[src/rtl/ws_pkg.sv]
package ws_pkg;

    // State of the swap request holder
    typedef enum logic [0:0] {
        SWAP_IDLE = 1'b0,
        SWAP_HELD = 1'b1
    } swap_state_e;

endpackage

[src/rtl/ws_delay.sv]
// Fixed-depth register delay line; depth 0 is a plain wire.
module ws_delay #(
    parameter int W     = 8,
    parameter int DEPTH = 1
) (
    input  logic         clk,
    input  logic         rst_n,
    input  logic [W-1:0] d_i,
    output logic [W-1:0] q_o
);

    generate
        if (DEPTH == 0) begin : g_wire
            logic tie_unused;
            assign tie_unused = clk ^ rst_n;
            assign q_o = d_i;
        end else begin : g_pipe
            logic [W-1:0] pipe_d [DEPTH];
            logic [W-1:0] pipe_q [DEPTH];

            always_comb begin
                pipe_d[0] = d_i;
                for (int i = 1; i < DEPTH; i++) begin
                    pipe_d[i] = pipe_q[i-1];
                end
            end

            always_ff @(posedge clk or negedge rst_n) begin
                if (!rst_n) begin
                    for (int i = 0; i < DEPTH; i++) begin
                        pipe_q[i] <= '0;
                    end
                end else begin
                    for (int i = 0; i < DEPTH; i++) begin
                        pipe_q[i] <= pipe_d[i];
                    end
                end
            end

            assign q_o = pipe_q[DEPTH-1];
        end
    endgenerate

endmodule

[src/rtl/ws_swap_ctrl.sv]
// Counts preload shifts and releases a swap once a full tile is present.
module ws_swap_ctrl
    import ws_pkg::*;
#(
    parameter int ROWS = 4
) (
    input  logic clk,
    input  logic rst_n,
    input  logic shift_i,
    input  logic req_i,
    output logic fire_o
);

    localparam int CW = $clog2(ROWS + 1);
    localparam logic [CW-1:0] FULL = CW'(ROWS);

    typedef struct packed {
        logic [CW-1:0] cnt;
        swap_state_e   st;
    } ctrl_t;

    ctrl_t ctl_d, ctl_q;
    logic  fire;

    always_comb begin
        ctl_d = ctl_q;
        fire  = (req_i || (ctl_q.st == SWAP_HELD)) && (ctl_q.cnt == FULL);
        if (fire) begin
            ctl_d.cnt = shift_i ? CW'(1) : '0;
            ctl_d.st  = SWAP_IDLE;
        end else begin
            if (shift_i && (ctl_q.cnt != FULL)) begin
                ctl_d.cnt = ctl_q.cnt + CW'(1);
            end
            if (req_i) begin
                ctl_d.st = SWAP_HELD;
            end
        end
    end

    always_ff @(posedge clk or negedge rst_n) begin
        if (!rst_n) begin
            ctl_q <= '{cnt: '0, st: SWAP_IDLE};
        end else begin
            ctl_q <= ctl_d;
        end
    end

    assign fire_o = fire;

    // the shift counter never passes a full tile
    a_r3_count_bound: assert property (@(posedge clk) disable iff (!rst_n)
        ctl_q.cnt <= FULL);

    // an early request is remembered
    a_r5_request_held: assert property (@(posedge clk) disable iff (!rst_n)
        (req_i && (ctl_q.cnt != FULL)) |=> (ctl_q.st == SWAP_HELD));

    // after a swap the count restarts
    a_r4_count_restart: assert property (@(posedge clk) disable iff (!rst_n)
        fire_o |=> (ctl_q.cnt <= CW'(1)));

endmodule

[src/rtl/ws_pe.sv]
// One cell: active/shadow weight pair, activation hop, partial-sum hop.
module ws_pe #(
    parameter int AW = 8,
    parameter int WW = 8,
    parameter int PW = 20
) (
    input  logic          clk,
    input  logic          rst_n,
    input  logic [AW-1:0] a_i,
    input  logic [PW-1:0] ps_i,
    input  logic [WW-1:0] w_i,
    input  logic          shift_i,
    input  logic          swap_i,
    output logic [AW-1:0] a_o,
    output logic [PW-1:0] ps_o,
    output logic [WW-1:0] w_o
);

    localparam int MW = AW + WW;

    typedef struct packed {
        logic [AW-1:0] act;
        logic [WW-1:0] shadow;
        logic [WW-1:0] live;
        logic [PW-1:0] ps;
    } cell_t;

    cell_t cell_d, cell_q;

    logic signed [MW-1:0] prod;
    logic signed [PW-1:0] prod_x;

    assign prod   = $signed(a_i) * $signed(cell_q.live);
    assign prod_x = prod;

    always_comb begin
        cell_d     = cell_q;
        cell_d.act = a_i;
        cell_d.ps  = ps_i + prod_x;
        if (swap_i) begin
            cell_d.live = cell_q.shadow;
        end
        if (shift_i) begin
            cell_d.shadow = w_i;
        end
    end

    always_ff @(posedge clk or negedge rst_n) begin
        if (!rst_n) begin
            cell_q <= '0;
        end else begin
            cell_q <= cell_d;
        end
    end

    assign a_o  = cell_q.act;
    assign ps_o = cell_q.ps;
    assign w_o  = cell_q.shadow;

    // a swap copies the shadow weight into the live weight
    a_r4_swap_copies: assert property (@(posedge clk) disable iff (!rst_n)
        swap_i |=> (cell_q.live == $past(cell_q.shadow)));

    // live weight is stationary between swaps
    a_r2_live_stationary: assert property (@(posedge clk) disable iff (!rst_n)
        !swap_i |=> $stable(cell_q.live));

    // shadow weight moves only on a shift
    a_r2_shadow_hold: assert property (@(posedge clk) disable iff (!rst_n)
        !shift_i |=> $stable(cell_q.shadow));

endmodule

[src/rtl/ws_systolic_array.sv]
module ws_systolic_array #(
    parameter int ROWS = 4,
    parameter int COLS = 4,
    parameter int AW   = 8,
    parameter int WW   = 8,
    parameter int PW   = 20
) (
    input  logic                 clk,
    input  logic                 rst_n,
    input  logic                 wt_shift_i,
    input  logic [COLS*WW-1:0]   wt_top_i,
    input  logic                 swap_req_i,
    input  logic                 x_valid_i,
    input  logic [ROWS*AW-1:0]   x_i,
    output logic                 y_valid_o,
    output logic [COLS*PW-1:0]   y_o
);

    localparam int LAT = ROWS + COLS - 1;

    logic              swap_fire;
    logic [ROWS*AW-1:0] x_gated;

    logic [AW-1:0] a_link  [ROWS][COLS+1];
    logic [PW-1:0] ps_link [ROWS+1][COLS];
    logic [WW-1:0] w_link  [ROWS+1][COLS];

    // invalid slots enter as zero so idle results stay zero
    always_comb begin
        x_gated = x_valid_i ? x_i : '0;
    end

    ws_swap_ctrl #(.ROWS(ROWS)) u_swap (
        .clk     (clk),
        .rst_n   (rst_n),
        .shift_i (wt_shift_i),
        .req_i   (swap_req_i),
        .fire_o  (swap_fire)
    );

    // input skew: row r is delayed r cycles
    generate
        for (genvar r = 0; r < ROWS; r++) begin : g_skew
            ws_delay #(.W(AW), .DEPTH(r)) u_skew (
                .clk   (clk),
                .rst_n (rst_n),
                .d_i   (x_gated[r*AW +: AW]),
                .q_o   (a_link[r][0])
            );
        end

        for (genvar c = 0; c < COLS; c++) begin : g_top
            assign ps_link[0][c] = '0;
            assign w_link[0][c]  = wt_top_i[c*WW +: WW];
        end

        for (genvar r = 0; r < ROWS; r++) begin : g_row
            for (genvar c = 0; c < COLS; c++) begin : g_col
                ws_pe #(.AW(AW), .WW(WW), .PW(PW)) u_pe (
                    .clk     (clk),
                    .rst_n   (rst_n),
                    .a_i     (a_link[r][c]),
                    .ps_i    (ps_link[r][c]),
                    .w_i     (w_link[r][c]),
                    .shift_i (wt_shift_i),
                    .swap_i  (swap_fire),
                    .a_o     (a_link[r][c+1]),
                    .ps_o    (ps_link[r+1][c]),
                    .w_o     (w_link[r+1][c])
                );
            end
        end

        // output deskew: column c waits COLS-1-c cycles
        for (genvar c = 0; c < COLS; c++) begin : g_deskew
            ws_delay #(.W(PW), .DEPTH(COLS-1-c)) u_deskew (
                .clk   (clk),
                .rst_n (rst_n),
                .d_i   (ps_link[ROWS][c]),
                .q_o   (y_o[c*PW +: PW])
            );
        end
    endgenerate

    ws_delay #(.W(1), .DEPTH(LAT)) u_valid (
        .clk   (clk),
        .rst_n (rst_n),
        .d_i   (x_valid_i),
        .q_o   (y_valid_o)
    );

    // edge outputs of the grid that lead nowhere
    logic edge_unused;
    always_comb begin
        edge_unused = 1'b0;
        for (int r = 0; r < ROWS; r++) begin
            edge_unused = edge_unused ^ (^a_link[r][COLS]);
        end
        for (int c = 0; c < COLS; c++) begin
            edge_unused = edge_unused ^ (^w_link[ROWS][c]);
        end
    end

    // idle result slots carry zero
    a_r9_idle_zero: assert property (@(posedge clk) disable iff (!rst_n)
        !y_valid_o |-> (y_o == '0));

    // outputs leave reset cleared
    a_r1_reset_clear: assert property (@(posedge clk) disable iff (!rst_n)
        $rose(rst_n) |-> !y_valid_o);

endmodule

[config.mk]
export PLATFORM = sky130hd
export DESIGN_NAME = ws_systolic_array
export DESIGN_NICKNAME = d
export VERILOG_FILES = /design/src/rtl/ws_pkg.sv /design/src/rtl/ws_delay.sv /design/src/rtl/ws_swap_ctrl.sv /design/src/rtl/ws_pe.sv /design/src/rtl/ws_systolic_array.sv
export SDC_FILE = /design/constraint.sdc
export NUM_CORES = 2
export LEC_CHECK = 0
export CAP_MARGIN = 20
export CORE_MARGIN = 4
export CORE_UTILIZATION = 48
export CTS_CLUSTER_SIZE = 14
export DETAILED_ROUTE_END_ITERATION = 10
export DONT_BUFFER_PORTS = 1
export GPL_TIMING_DRIVEN = 1
export MAX_ROUTING_LAYER = met4
export PLACE_DENSITY_LB_ADDON = 0.1
export SLEW_MARGIN = 15
export SYNTH_ARGS = -nofsm -noshare
export SYNTH_HDL_FRONTEND = slang
export SYNTH_SLANG_ARGS = --single-unit
[constraint.sdc]
create_clock -name clk -period 14.2 [get_ports clk]
set_input_delay 1.42 -clock clk [delete_from_list [all_inputs] [get_ports clk]]
set_output_delay 1.42 -clock clk [all_outputs]
set_load 0.05 [all_outputs]
==> flow_summary.yaml <==
grt:
  grt_pass1_vias: 47400
  globalRouteTotalUtil_pct: 20.7
  grt_start_max_net_pins: 824
  antenna_found_initial: 9
  grt_pass1_wl_mm: 255
  overflow: 0
route:
  routedWlPerCell_um: 16.6
  drtIter0Drc: 2136
  drtPass1Iterations: 5
  via_count: 44900
  wirelength_mm: 151
  vias_per_cell: 4.95
  drc: 0
  detail-route-antenna-nets: 0
timing:
  skew_ns: 0.0358
  slew_headroom_pct: 9.70
  period_minus_slack_ns: 6.53
  rsz0062_at_grt: "no"
  hold_slack_ns: 0.332
  timing.fmax_mhz: 153
  timing.setup.tns_ns: 0
  tightestPinTransition_ns: 1.35
  final.period_utilization_pct: 46.0
  drv_slew: 0
  finalHoldViolations: 0
  finalSetupViolCount: 0
setup_path:
  r2r_end: "g_row[3].g_col[2].u_pe.ps_o[19]$_DFF_PN0_"
  reg2reg_depth: 25
  worstSetupPathType: "reg2reg"
  cp.required_ns: 14.75
  cp-start-kind: "register"
  worst_setup_path_end_kind: "register"
  critPathArrivalTime_ns: 7.08
  crit_path_max_fanout: 9
  ff2ff_setup_slack_ns: 7.67
  r2r_start: "g_row[3].g_col[1].u_pe.a_o[5]$_DFF_PN0_"
clock_tree:
  cts_tree: "done"
  cts_sinks: 823
  cts_max_level: 3
  postCtsSetupBuffers: 0
  post_cts_resized: 0
  numCtsBuffers: 94
  ctsLongestPathBuffers: 3
  clock_latency_ns: 0.71
  ctsHoldBuffers: 0
  root_buffer: "clkbuf_16"
  clk_pin_slew_worst_paths_ns: 0.06
worst_hold_path:
  whs_path_depth: 0
  min_from: "g_deskew[0].u_deskew.g_pipe.pipe_d[10]$_DFF_PN0_"
  hold_path.class: "reg2reg"
  worstHoldEndpoint: "g_deskew[0].u_deskew.q_o[10]$_DFF_PN0_"
placed_design:
  hpwl_mm: 120
  port_buffers: 0
  place_congestion: 0.860
logic_synthesis:
  synth_edf_count: 0
  synthFlopType: "dfrtp_1"
  ys_warn_count: 0
  synth_cell_type_count: 70
  ys_ff_latch: 823
  async_reset_ff_share_pct: 100
  synth_nets: 8685
  synth_area_leaders: "dfrtp_1 (28%), fa_1 (27%), ha_1 (11%)"
  synth-seq-area-share_pct: 28.4
  synthCells: 6986
  yosys.area.top_type: "dfrtp_1"
  yosys.area.top_type_share_pct: 28.4
  synth_area_um2: 72500
  synth.avg_cell_area_um2: 10.4
finish:
  seqCellArea_um2: 20600
  area_growth_pct: 7.62
  fin_nets: 8668
  nFillCells: 13500
  multiInputGateArea_um2: 46200
  drive_above_1_share_pct: 4.89
floorplanning:
  die_h_um: 397
  die_w_um: 397
  initial_utilization_pct: 48.4
  std_cell_rows: 142
  core-area_um2: 150000
  dieArea_um2: 157000
  ios: 150
status:
  status: "completed"
job:
  drv_cap: 0
## cell usage after synthesis, types with 33 or more instances
master / instances
xor2_1: 64
fa_1: 972
o21a_1: 33
xnor2_1: 311
o21ai_0: 99
nor2b_1: 102
nor3_1: 39
dfrtp_1: 823
nor2_1: 148
and2_1: 609
a21o_1: 77
nand3_1: 34
nand2_1: 731
nand2b_1: 93
mux2_2: 138
clkbuf_1: 98
and3_1: 60
a21oi_1: 200
o21bai_1: 41
ha_1: 658
inv_1: 1389
## kinds of logic after synthesis
| family | count (synthesis) | synth area share, % |
|---|---|---|
| fa+ha+maj | 1630 | 38.2 |
| mux | 146 | 2.25 |
| xor+xnor | 375 | 4.53 |
| compound gates | 621 | 5.59 |
| buf+inv | 1509 | 7.92 |
| flops | 823 | 28.4 |
| simple gates | 1882 | 13.1 |
## sequential cells by signal (all words and copies together) (netlist names), 24 cells and up
signal	flops
g_row.g_col.u_pe.cell_q	128
g_deskew.u_deskew.g_pipe.pipe_d	60
g_row.g_col.u_pe.w_o	128
g_row.g_col.u_pe.ps_o	292
g_row.g_col.u_pe.a_o	96
g_deskew.u_deskew.q_o	60
g_skew.u_skew.g_pipe.pipe_d	24
g_skew.u_skew.q_o	24
## metrics by stage
stage | instances | instance area [um2] | setup slack (ns) | util, %
3_3_place_gp | 8885 | 74600 | 7.97 | 49.7
6_report | 9072 | 78100 | 7.67 | 52.1
2_1_floorplan | 6986 | 72500 | 8.45 | -
3_5_place_dp | 8885 | 74600 | 7.72 | 49.7
5_1_grt | 9072 | 78100 | 7.31 | 52.1
4_1_cts | 9061 | 77900 | 7.70 | 52.0
## worst max-delay path: stages, from the launching register on
cell and delay (ns):
dfrtp_1 0.50, and2_1 0.23, fa_1 0.53, inv_1 0.05, fa_1 0.52, inv_1 0.05, fa_1 0.47, inv_1 0.04
fa_1 0.47, inv_1 0.04, ha_1 0.32, inv_1 0.06, o21ai_0 0.25, nand3_1 0.12, o21ai_0 0.29, o31ai_1 0.12
xnor2_1 0.61, ha_1 0.37, a21oi_1 0.27, a21boi_0 0.17, o21ai_0 0.23, a21oi_1 0.11, a31oi_1 0.21, a21oi_1 0.06
mux2i_1 0.18, xnor2_1 0.08
## layout make-up
class                   count  share of cell area, %
multi-input cells        4654                   59.2
diodes                      7                 0.0224
clock buffers             118                   3.31
repair buffers              7                  0.186
clock inverters            58                  0.997
well taps                2016                   3.23
flip-flops and latches    823                   26.4
inverters                1389                   6.68
## how the worst max path moves through the flow
| stage | to | slack (ns) | cells after the start | startpoint |
|---|---|---|---|---|
| floorplan | g_row[3].g_col[3].u_pe.ps_o[19]$_DFF_PN0_ | 8.45 | 25 | g_row[3].g_col[3].u_pe.cell_q[23]$_DFFE_PN0P_ |
| global placement | g_row[3].g_col[2].u_pe.ps_o[19]$_DFF_PN0_ | 7.97 | 25 | g_row[3].g_col[1].u_pe.a_o[5]$_DFF_PN0_ |
| detailed placement | g_row[3].g_col[2].u_pe.ps_o[19]$_DFF_PN0_ | 7.72 | 25 | g_row[3].g_col[1].u_pe.a_o[5]$_DFF_PN0_ |
| CTS | g_row[3].g_col[2].u_pe.ps_o[19]$_DFF_PN0_ | 7.70 | 25 | g_row[3].g_col[1].u_pe.a_o[5]$_DFF_PN0_ |
| global route | g_row[3].g_col[2].u_pe.ps_o[19]$_DFF_PN0_ | 7.31 | 25 | g_row[3].g_col[1].u_pe.a_o[5]$_DFF_PN0_ |
| finish | g_row[3].g_col[2].u_pe.ps_o[19]$_DFF_PN0_ | 7.67 | 25 | g_row[3].g_col[1].u_pe.a_o[5]$_DFF_PN0_ |
## per-layer routing
layer	up-vias	share of wire [%]	track usage, %	routed length (um)
met5	-	0	-	0
met4	0	1.7	4.27	2590
met3	163	4.2	2.99	6400
met2	628	44	30.7	66600
met1	22600	50	30.6	75300
li1	21500	-	-	-
## layout by cell type, fill, tap and decap left out, types with 102 or more instances in the layout
| cell type | synthesis | layout |
|---|---|---|
| inv_1 | 1389 | 1389 |
| fa_1 | 972 | 972 |
| dfrtp_1 | 823 | 823 |
| nand2_1 | 731 | 731 |
| ha_1 | 658 | 658 |
| and2_1 | 609 | 609 |
| xnor2_1 | 311 | 311 |
| a21oi_1 | 200 | 200 |
| nor2_1 | 148 | 147 |
| mux2_2 | 138 | 138 |
| nor2b_1 | 102 | 102 |
Power is left out: the tool's default activity adds up to more than one toggle a clock period on the data nets, which glitch-free logic cannot reach.
